==> src/rtl/wdt_guard_pkg.sv <==
`timescale 1ns/1ps
package wdt_guard_pkg;
  typedef struct packed {
    logic       run_en;
    logic       pre_sel;
    logic [1:0] period_sel;
    logic [1:0] bm_en;
    logic [1:0] bm_time;
  } prot_ctl_t;

  localparam logic SEL_CTL = 1'b0;
  localparam logic SEL_SVC = 1'b1;

  typedef enum logic { KEY_WAIT, KEY_HALF } key_state_t;
endpackage

==> src/rtl/wdt_ctl_reg.sv <==
`timescale 1ns/1ps
module wdt_ctl_reg
  import wdt_guard_pkg::*;
#(
  parameter int DATA_W = 16
) (
  input  logic              clk,
  input  logic              rst_n,
  input  logic              strap,
  input  logic              wr_en,
  input  logic [7:0]        wbyte,
  output prot_ctl_t         ctl,
  output logic              locked,
  output logic [DATA_W-1:0] rdata
);
  localparam int PAD_W = DATA_W - $bits(prot_ctl_t);

  prot_ctl_t ctl_q;
  logic      lock_q;

  always_ff @(posedge clk) begin
    if (!rst_n) begin
      ctl_q         <= '0;
      ctl_q.run_en  <= 1'b1;
      ctl_q.pre_sel <= ~strap;
      lock_q        <= 1'b0;
    end else if (wr_en && !lock_q) begin
      ctl_q  <= prot_ctl_t'(wbyte);
      lock_q <= 1'b1;
    end
  end

  assign ctl    = ctl_q;
  assign locked = lock_q;
  assign rdata  = {{PAD_W{1'b0}}, ctl_q};
endmodule

==> src/rtl/wdt_key_seq.sv <==
`timescale 1ns/1ps
module wdt_key_seq
  import wdt_guard_pkg::*;
#(
  parameter logic [7:0] KEY_FIRST  = 8'h55,
  parameter logic [7:0] KEY_SECOND = 8'hAA
) (
  input  logic       clk,
  input  logic       rst_n,
  input  logic       wr_en,
  input  logic [7:0] key,
  output logic       restart
);
  key_state_t st_q;

  assign restart = wr_en && (st_q == KEY_HALF) && (key == KEY_SECOND);

  always_ff @(posedge clk) begin
    if (!rst_n) begin
      st_q <= KEY_WAIT;
    end else if (wr_en) begin
      st_q <= (key == KEY_FIRST) ? KEY_HALF : KEY_WAIT;
    end
  end
endmodule

==> src/rtl/wdt_prescaler.sv <==
`timescale 1ns/1ps
module wdt_prescaler #(
  parameter int PRE_W = 9
) (
  input  logic clk,
  input  logic rst_n,
  input  logic tick_in,
  input  logic bypass,
  input  logic clear,
  output logic tick_out
);
  generate
    if (PRE_W > 0) begin : g_div
      logic [PRE_W-1:0] div_q;
      always_ff @(posedge clk) begin
        if (!rst_n || clear || bypass) begin
          div_q <= '0;
        end else if (tick_in) begin
          div_q <= div_q + 1'b1;
        end
      end
      assign tick_out = bypass ? tick_in : (tick_in && (&div_q));
    end else begin : g_pass
      assign tick_out = tick_in;
    end
  endgenerate
endmodule

==> src/rtl/wdt_period_ctr.sv <==
`timescale 1ns/1ps
module wdt_period_ctr #(
  parameter int BASE_EXP = 9,
  parameter int SEL_W    = 2
) (
  input  logic             clk,
  input  logic             rst_n,
  input  logic             tick,
  input  logic             clear,
  input  logic [SEL_W-1:0] period_sel,
  output logic             timeout,
  output logic [BASE_EXP + 2*((2**SEL_W)-1) - 1:0] count
);
  localparam int MAX_SEL = (2**SEL_W) - 1;
  localparam int CNT_W   = BASE_EXP + 2*MAX_SEL;

  logic [CNT_W-1:0] cnt_q;
  logic [CNT_W-1:0] last_val;
  logic             to_q;

  assign last_val = {CNT_W{1'b1}} >> (2*(MAX_SEL - int'(period_sel)));

  always_ff @(posedge clk) begin
    if (!rst_n) begin
      cnt_q <= '0;
      to_q  <= 1'b0;
    end else begin
      to_q <= 1'b0;
      if (clear) begin
        cnt_q <= '0;
      end else if (tick) begin
        if (cnt_q >= last_val) begin
          cnt_q <= '0;
          to_q  <= 1'b1;
        end else begin
          cnt_q <= cnt_q + 1'b1;
        end
      end
    end
  end

  assign timeout = to_q;
  assign count   = cnt_q;
endmodule

==> src/rtl/wdt_guard.sv <==
`timescale 1ns/1ps
module wdt_guard
  import wdt_guard_pkg::*;
#(
  parameter int         DATA_W     = 16,
  parameter int         PRE_W      = 9,
  parameter int         BASE_EXP   = 9,
  parameter logic [7:0] KEY_FIRST  = 8'h55,
  parameter logic [7:0] KEY_SECOND = 8'hAA
) (
  input  logic              clk,
  input  logic              rst_n,
  input  logic              strap_clk_mode,
  input  logic              ref_tick,
  input  logic              bus_wr,
  input  logic              bus_sel,
  input  logic [DATA_W-1:0] bus_wdata,
  output logic [DATA_W-1:0] ctl_rdata,
  output logic              wdt_timeout
);
  localparam int CNT_W = BASE_EXP + 6;

  prot_ctl_t        ctl;
  logic             lock_q;
  logic             svc_restart;
  logic             ctr_clear;
  logic             slow_tick;
  logic [CNT_W-1:0] cnt_q;
  logic             wdata_hi_unused;

  assign wdata_hi_unused = ^bus_wdata[DATA_W-1:8];

  wdt_ctl_reg #(.DATA_W(DATA_W)) u_reg (
    .clk    (clk),
    .rst_n  (rst_n),
    .strap  (strap_clk_mode),
    .wr_en  (bus_wr && (bus_sel == SEL_CTL)),
    .wbyte  (bus_wdata[7:0]),
    .ctl    (ctl),
    .locked (lock_q),
    .rdata  (ctl_rdata)
  );

  wdt_key_seq #(.KEY_FIRST(KEY_FIRST), .KEY_SECOND(KEY_SECOND)) u_key (
    .clk     (clk),
    .rst_n   (rst_n),
    .wr_en   (bus_wr && (bus_sel == SEL_SVC)),
    .key     (bus_wdata[7:0]),
    .restart (svc_restart)
  );

  assign ctr_clear = svc_restart || !ctl.run_en;

  wdt_prescaler #(.PRE_W(PRE_W)) u_pre (
    .clk      (clk),
    .rst_n    (rst_n),
    .tick_in  (ref_tick),
    .bypass   (!ctl.pre_sel),
    .clear    (ctr_clear),
    .tick_out (slow_tick)
  );

  wdt_period_ctr #(.BASE_EXP(BASE_EXP), .SEL_W(2)) u_ctr (
    .clk        (clk),
    .rst_n      (rst_n),
    .tick       (slow_tick),
    .clear      (ctr_clear),
    .period_sel (ctl.period_sel),
    .timeout    (wdt_timeout),
    .count      (cnt_q)
  );
endmodule

==> config.mk <==
export PLATFORM = sky130hd
export DESIGN_NAME = wdt_guard
export DESIGN_NICKNAME = d
export VERILOG_FILES = /design/src/rtl/wdt_guard_pkg.sv /design/src/rtl/wdt_ctl_reg.sv /design/src/rtl/wdt_key_seq.sv /design/src/rtl/wdt_prescaler.sv /design/src/rtl/wdt_period_ctr.sv /design/src/rtl/wdt_guard.sv
export SDC_FILE = /design/constraint.sdc
export NUM_CORES = 1
export LEC_CHECK = 0
export BUFFER_PORTS_ARGS = -buffer_cell sky130_fd_sc_hd__buf_4
export CAP_MARGIN = 25
export CORE_ASPECT_RATIO = 1.1
export CORE_MARGIN = 2
export CORE_UTILIZATION = 45
export DETAILED_ROUTE_END_ITERATION = 8
export GPL_TIMING_DRIVEN = 1
export PLACE_DENSITY = 0.7
export SLEW_MARGIN = 5
export SYNTH_ARGS = -nofsm -noshare
export SYNTH_HDL_FRONTEND = slang
export SYNTH_HIERARCHICAL = 1
export SYNTH_SLANG_ARGS = --single-unit
==> constraint.sdc <==
create_clock -name clk -period 2.5 [get_ports clk]
set_input_delay 0 -clock clk [delete_from_list [all_inputs] [get_ports clk]]
set_output_delay 0 -clock clk [all_outputs]
set_load 0.01 [all_outputs]
# [Word-level counts from Yosys, hierarchy flattened]
# Index checks and enable logic that the tools add are counted.
[word_totals] regBits=35 inputBits=22 output_inout_bits=17 elab_cells=44
[op_classes] n_addsub=3 magnitude_cmp=1 eq_ne=3 n_shift=1 mux=6 n_bitwise=4 reduce_logical=16
[ops] op="15-bit by 32-bit right shift with 15-bit output, first input constant" count=1
[ops] op="15-bit by 1-bit adder with 15-bit output, second input constant" count=1
[ops] op="15-bit >= comparator" count=1
[ops] op="15-bit 2-to-1 mux" count=1
[ops] op="7-bit 2-to-1 mux" count=2
[ops] op="9-bit by 1-bit adder with 9-bit output, second input constant" count=1
[ops] op="9-bit AND reduction" count=1
[ops] op="8-bit by 7-bit equality test with 1-bit output, second input constant" count=1
[ops] op="8-bit equality test, second input constant" count=1
[ops] op="1-bit logical AND" count=6
[ops] op="1-bit logical NOT" count=4
[ops] op="1-bit NOT" count=4
[ops] op="1-bit logical OR" count=3
[ops] op="1-bit 2-to-1 mux" count=3
[ops] op="3-bit OR reduction" count=1
[ops] op="2-bit by 2-bit subtractor with 3-bit output, first input constant" count=1
[ops] op="2-bit by 1-bit inequality test with 1-bit output, second input constant" count=1
[ops] op="2-bit OR reduction" count=1

# [Logic depth before layout (Yosys ltp)]
# Gate-level depths: netlist of run 1.
[logic_depth] word_depth=6 ltp_mapped=11 depth_no_buf=10

# [By module]
# Netlist of run 1, hierarchy kept.
[modules_own_cells] module="wdt_period_ctr" instances=1 cells_each=100 area_per_inst_um2=864.6 seq_area_each_um2=320.3
[modules_own_cells] module="wdt_ctl_reg" instances=1 cells_each=56 area_per_inst_um2=508.0 seq_area_each_um2=190.2
[modules_own_cells] module="wdt_prescaler" instances=1 cells_each=45 area_per_inst_um2=411.6 seq_area_each_um2=180.2
[modules_own_cells] module="wdt_key_seq" instances=1 cells_each=9 area_per_inst_um2=93.8 seq_area_each_um2=20.0
[modules_own_cells] module="wdt_guard" instances=1 cells_each=4 area_per_inst_um2=26.3 seq_area_each_um2=0.0

# [Least setup slack after synthesis of run 1]
# OpenSTA, ideal clock, no wires.
[synth_timing] path_kind="reg-to-reg" from="register u_pre.g_div.div_q[0]" to="register u_ctr.cnt_q[11], in the netlist u_ctr/count[11]" arrival_ps=1830 required_ps=2374 slack_ps=544 path_stages_with_launch=11 cell_sequence="dfxtp_1 > ha_1 > nand3_1 > nor2_1 > ha_1 > o21a_1 > clkbuf_1 > nand4_1 > nor3_1 > xnor2_1 > nor3_1"
[synth_between] elab_chain_len=3
[synth_rtl] item="from (decl)" line_no="wdt_prescaler.sv:14" text="logic [PRE_W-1:0] div_q;"
[synth_rtl] item="from (signal assigned)" line_no="wdt_prescaler.sv:19" text="div_q <= div_q + 1'b1;"
[synth_rtl] item="9-bit AND reduction" line_no="wdt_prescaler.sv:22" text="assign tick_out = bypass ? tick_in : (tick_in && (&div_q));"
[synth_rtl] item="1-bit logical AND" line_no="wdt_prescaler.sv:22"
[synth_rtl] item="1-bit 2-to-1 mux" line_no="wdt_prescaler.sv:22"
[synth_rtl] item="net slow_tick" line_no="wdt_guard.sv:27" text="logic slow_tick;"
[synth_rtl] item="to (signal assigned)" line_no="wdt_period_ctr.sv:36" text="cnt_q <= cnt_q + 1'b1;"
[synth_rtl] item="to (decl)" line_no="wdt_period_ctr.sv:17" text="logic [CNT_W-1:0] cnt_q;"
# The timed path passes the listed nets, and every way through them passes these cells.
# A chain may end at the register's enable or synchronous reset.

# [Worst setup path after layout of run 1]
[layout_timing] from="register u_pre.g_div.div_q[0]" to="register u_ctr.cnt_q[13], in the netlist u_ctr/count[13]"
# The elaborated chain is that of the path after synthesis.

==> run metrics, run 1 <==
outcome complete, no violations; core region area approximately 4000 um2; largest area contributor in the netlist dfxtp_1; drc violations 0; CP required approximately 2.7 ns; Synth Area in Adders between 4 and 5%; xor and xnor area share after synthesis 7.359%; initial drt markers 50; fin crit share between 80% and 90%; port bufs 22; P_leak 0.8405 nW; commonest non-fill, non-tap cells in the layout dfxtp_1 (34), buf_4 (24), nand2_1 (22); Least-Margin Pin Slew between 0.6 and 0.7 ns; CP Launch Type flop; most common cell after layout, fill and taps aside dfxtp_1; Fin. Hold Viols 0; ys async rst share 0%; WP data arrival 2.39 ns; Max IR drop VDD between 0.3 and 0.4 mV; Slew Limit Fails 0; Main synth FF type dfxtp_1; HP Class primary input to flop; EDFF count, synth 1; Site Rows 24; pin count of the biggest net entering global routing 22; Area Growth Syn to Fin 13.08%; CTS Sinks 35; maximum clock rate around 460 MHz; drt total wl 3356 um; Post-Synth Simple-Gate Area 28.91%; compound-cell area share of the yosys netlist under 10%; Die Area roughly 4800 um2; die height ~72 um; Total GRT Usage 16.87%; number of synthesis warnings 6; wire length per cell about 12 um; syn_area_per_cell 8.899 um2; Final HPWL DP 2362 um; via/cell ratio between 5 and 6; vias in the first global route ~1.4k; total CTS buffers 5; CTS tree yes; clock root cell clkbuf_8; flops & latches, synth 35; mux cell area share after synthesis 4.205%; latest clock arrival within the worst-skew pair between 0.2 and 0.3 ns; CP Max Fanout 5; layout cell share with drive strength beyond 1 between 10% and 20%; final setup fails 0; clock-pin transition on the worst setup and hold timing paths 0.07 ns; post-synth top area share a little over a third; DRT Pass-1 Iters 4; antenna cells 0; initial core utilization a little under half; RSZ-0062 raised after global routing false; CP endpoint kind flop; Cells after Synth 214; initial antenna violation count 0; worst-case clock buffer depth 2; Setup Crit Path Kind flop to flop; total negative setup slack 0 ns; cts repair resizes 0; DIE WIDTH about 66 um; main combinational cell family by area after synthesis simple AND/OR/NAND/NOR gates; MaxCap Viol Count 0; Period minus WS final 2.182 ns; gpl congestion 0.7725; H-tree levels 2; flop-to-flop setup slack between 0.3 and 0.4 ns; Syn Std Cell Area roughly 1900 um2; first-pass GRT wire length around 6200 um; Congestion Overflow GR 0; PwrDens slightly above 500 nW/um2; Synth cell types 45; register area share after synthesis a little under two fifths; Setup Skew roughly 0.0032 ns; Layout Nets about 260; Detail Route Antenna Nets 0; design area ~2200 um2; via count roughly 1.5k; area post-placement 1996 um2; num ports 39; hold_ws between 0.02 and 0.03 ns; largest cells by area after synthesis dfxtp_1 (36%), buf_4 (6.3%), ha_1 (4.6%), xor2_1 (4.6%), nand2_1 (4.3%); Slew headroom around three fifths
report_power, final:
group	internal (mW)	switching (mW)	total, mW
Sequential	0.572	0.0114	0.583
Combinational	0.0561	0.0553	0.111
Clock	0.216	0.191	0.407
final cells by class:
class	count	area [um2]
clock buffer	6	82.58
timing repair buffer	31	250.2
sequential	35	710.7
fill	386	1871
multi-input combinational	157	1025
tap	52	65.06
clock inverter	1	5.005
inverter	4	15.01
logic make-up (layout without fill, tap and decap cells):
logic type,count (synthesis),count (layout)
mux,8,8
compound gates,21,21
flops,35,35
xor+xnor,16,16
fa+ha+maj,7,7
buf+inv,29,42
other cells,1,8
simple gates,97,97
sequential cells by signal (all words and copies together), names as in the netlist:
name and cells:
u_ctr/count 15, u_pre/g_div.div_q 9, u_reg/ctl 8, u_ctr/timeout 1, u_key/st_q 1, u_reg/locked 1
through the flow:
step	util, %	setup slack, ns	cells	power (mW)
after floorplan	-	0.5441	221	0.6811
after global placement	49.60	0.3694	272	0.6977
after detailed placement	49.60	0.3308	272	0.6993
after CTS	53.51	0.3104	286	1.119
after global routing	53.51	0.08213	286	1.167
final	53.51	0.3181	286	1.102
worst max-delay path: stages (launching register included):
cell and delay, ns:
dfxtp_1 0.42, ha_1 0.22, nand3_1 0.08, nor2_1 0.10
ha_1 0.15, o21a_1 0.16, nand2_1 0.06, nor4_1 0.46
nand4_1 0.18, xor2_1 0.17, nor3_1 0.12
what timing repair did:
action                    CTS  global route
hold endpoints to repair    7             0
hold buffers                7             0
buffers inserted            0             0
per-layer routing:
metal | part of all wire, % | GRT usage [%] | routed length, um | up-vias
met3 | 3.8 | 5.116 | 128 | 4
li1 | - | - | - | 768
met4 | 0.98 | 7.483 | 33 | 0
met1 | 48 | 21.51 | 1621 | 683
met2 | 47 | 26.37 | 1572 | 32
met5 | 0 | 0 | 0 | -
synth_stat cells (all sizes together), types with 2 or more instances:
cell     n
nand2b   5
buf     23
inv      4
nor2    15
xnor2    6
clkbuf   2
nand4b   4
ha       7
o21ai    5
xor2    10
dfxtp   34
o21a     2
a21oi    8
nand3    6
nand2   22
or3      3
nor4     2
nor2b    2
and4bb   2
nor3    13
mux2i    8
nand4   14
final timing paths:
check                                          from                      endpoint  cells after the start
hold / removal                                rst_n     u_reg/ctl[7]$_SDFFE_PN1P_                      2
setup reg to reg  u_pre/g_div.div_q[0]$_SDFFE_PP0P_  u_ctr/count[13]$_SDFFE_PP0P_                     10
hold reg to reg           u_reg/ctl[1]$_SDFFE_PN0P_     u_reg/ctl[1]$_SDFFE_PN0P_                      2
setup / recovery  u_pre/g_div.div_q[0]$_SDFFE_PP0P_  u_ctr/count[13]$_SDFFE_PP0P_                     10
(Power assumes the default switching activity.)
==> inputs of run 2 (changes only) <==
--- a/config.mk
+++ b/config.mk
@@ -16,5 +16,4 @@
 export SLEW_MARGIN = 5
 export SYNTH_ARGS = -nofsm -noshare
 export SYNTH_HDL_FRONTEND = slang
-export SYNTH_HIERARCHICAL = 1
 export SYNTH_SLANG_ARGS = --single-unit
==> run 2 against run 1 <==
- global-route usage up 0.058 points
- highest routed layer unchanged
- clock power increased by 13%
- fmax fell by 0.94%
- sequential share of layout area increased by 0.15 points
==> run metrics, run 2 <==
outcome complete, no violations; HP Class primary input to flop; PwrDens 535.2 nW/um2 (+4.6%); via/cell ratio 4.983 (-4.2%); Site Rows 24 (unchanged); layout cell share with drive strength beyond 1 17.09% (-0.43 points); CP required 2.68 ns (-0.03 ns); via count 1425 (-4.2%); Fill cells 363 (-6.0%); gpl congestion 0.7819 (+1.2%); design area 2143 um2 (-0.46%); CTS tree yes; num ports 39 (unchanged); final core occ 54.90% (+1.4 points); wire length per cell 11.69 um (-0.39%); Synth cell types 39 (-13%); first-pass GRT wire length 5892 um (-4.9%); initial drt markers 97 (+94%); critical path's largest stage delay 0.60 ns (+0.14 ns); Cells after Synth 201 (-6.1%); drt total wl 3343 um (-0.39%); clock-pin transition on the worst setup and hold timing paths 0.07 ns (about the same); Setup Skew 0.008556 ns (+0.005332 ns); postcts setup bufs 0 (unchanged); vias in the first global route 1312 (-6.2%); Setup Crit Path Kind flop to flop; core region area 3904 um2 (-3.0%); Synth top cells by count dfxtp_1 (34), nor2_1 (23), nor3_1 (19), nand2_1 (17), xnor2_1 (15); Slew Limit Fails 0 (unchanged); commonest non-fill, non-tap cells in the layout dfxtp_1 (34), buf_4 (26), nor2_1 (23); Congestion Overflow GR 0 (unchanged); DRT Pass-1 Iters 4 (unchanged); cts repair resizes 0 (unchanged); Syn Std Cell Area 1789 um2 (-6.0%); area post-placement 1979 um2 (-0.81%); Reg area 710.7 um2 (unchanged); max reg flops 15 (unchanged); Detail Route Antenna Nets 0 (unchanged); Max IR drop VDD 0.3006 mV (-9.7%); CP endpoint kind flop; CTS Sinks 35 (unchanged); RSZ-0062 raised after global routing false; fin crit share 88.11% (+0.83 points); pin count of the biggest net entering global routing 17 (-23%); DIE WIDTH 64.12 um (-2.9%); Post-CTS Hold Buffers 6 (-1); clock root cell clkbuf_8; total negative setup slack 0 ns (unchanged); ys async rst share 0% (unchanged); CP Max Fanout 12 (+7); Bufs and invs on worst path 1 (+1); die height 70.14 um (-2.9%); Main synth FF type dfxtp_1; Final WS setup 0.2973 ns (-0.02080 ns); largest area contributor in the netlist dfxtp_1; syn_area_per_cell 8.902 um2 (about the same); MaxCap Viol Count 0 (unchanged); Multi-input gate area 985.9 um2 (-3.8%); post-synth top area share 38.04% (+2.3 points); Period minus WS final 2.203 ns (+0.02080 ns); Layout Nets 262 (-0.38%); top-count cell post-synth dfxtp_1; latest clock arrival within the worst-skew pair 0.29 ns (about the same); CP Launch Type flop; Die Area 4497 um2 (-5.7%); largest cells by area after synthesis dfxtp_1 (38%), xnor2_1 (7.3%), nor3_1 (5.3%), ha_1 (4.9%), nor2_1 (4.8%); Fin. Hold Viols 0 (unchanged); number of synthesis warnings 0 (-6); slowest library cell on the worst path or4_4; port bufs 22 (unchanged); worst-case clock buffer depth 2 (unchanged); Place WS 0.3234 ns (-0.007419 ns); worst path cell trace nand2_1 > ha_1 > nand4_1 > or4_4 > a21oi_2 > buf_4 > nor3_1; initial antenna violation count 0 (unchanged); H-tree levels 2 (unchanged); maximum clock rate 454.0 MHz (-0.94%); initial core utilization 45.83% (-1.5 points); WP data arrival 2.38 ns (about the same); Least-Margin Pin Slew 0.6068 ns (+0.005875 ns); drc violations 0 (unchanged); Area Growth Syn to Fin 19.79%; cell class contributing the biggest share of worst-path delay simple AND/OR/NAND/NOR gates; most common cell after layout, fill and taps aside dfxtp_1; EDFF count, synth 1 (unchanged); Total GRT Usage 16.92% (+0.058 points); Slew headroom 59.51% (-0.43 points); total CTS buffers 5 (unchanged); final setup fails 0 (unchanged); register area share after synthesis 39.72% (+2.4 points); P_leak 0.7804 nW (-7.1%); antenna cells 0 (unchanged); Final HPWL DP 2352 um (-0.41%); total power 1.147 mW (+4.1%); flops & latches, synth 35 (unchanged)
[run 2: per-stage QoR]
| step | hold slack, ns | std cells |
|---|---|---|
| finish | 0.009388 | 286 |
| global placement | 0.2382 | 272 |
| CTS | 0.006025 | 286 |
| global route | 0.02516 | 286 |
| floorplan | 0.1282 | 208 |
| detailed placement | 0.2560 | 272 |
[run 2: path summary, 6_finish.rpt]
kind | startpoint | endpoint | slack [ns] | cells after the start
hold reg to reg | u_reg.locked$_SDFFE_PN0P_ | u_reg.locked$_SDFFE_PN0P_ | 0.47 | 1
setup / recovery | u_reg.ctl[4]$_SDFFE_PN0P_ | u_ctr.count[13]$_SDFFE_PP0P_ | 0.30 | 7
setup reg to reg | u_reg.ctl[4]$_SDFFE_PN0P_ | u_ctr.count[13]$_SDFFE_PP0P_ | 0.30 | 7
hold / removal | bus_wdata[4] | u_reg.ctl[4]$_SDFFE_PN0P_ | 0.009 | 3
[run 2: where the power goes]
part / total (mW) / switching (mW) / internal (mW)
combinational: 0.107 / 0.0547 / 0.0523
clock: 0.459 / 0.209 / 0.250
sequential: 0.581 / 0.00959 / 0.571
[run 2: tightest hold or removal path, stage by stage]
cell,delay (ns)
buf_4,0.11
mux2i_1,0.07
nor2b_1,0.09
[run 2: per-layer routing]
layer	wire length [um]	share of wire [%]	global-route usage, %	vias to the layer above
met5	0	0	0	-
met4	79	2.4	8.511	0
met3	132	3.9	4.992	5
met2	1581	47	27.89	25
met1	1549	46	19.82	652
li1	-	-	-	743
[run 2: cell type report]
cell class	count	area share, %
Sequential cell	35	33.16
Tap cell	52	3.036
Clock buffer	7	4.495
Timing Repair Buffer	32	11.91
Clock inverter	1	0.3503
Multi-Input combinational cell	153	46.00
Inverter	6	1.051
[run 2: kinds of logic after synthesis]
logic type,share of synthesized area [%]
adder cells (fa/ha/maj),4.895
buffers and inverters,6.643
AO/OA/AOI/OAI,7.622
multiplexers,4.476
flip-flops,39.72
XOR/XNOR,9.301
AND/OR/NAND/NOR,27.13
other,0.2096
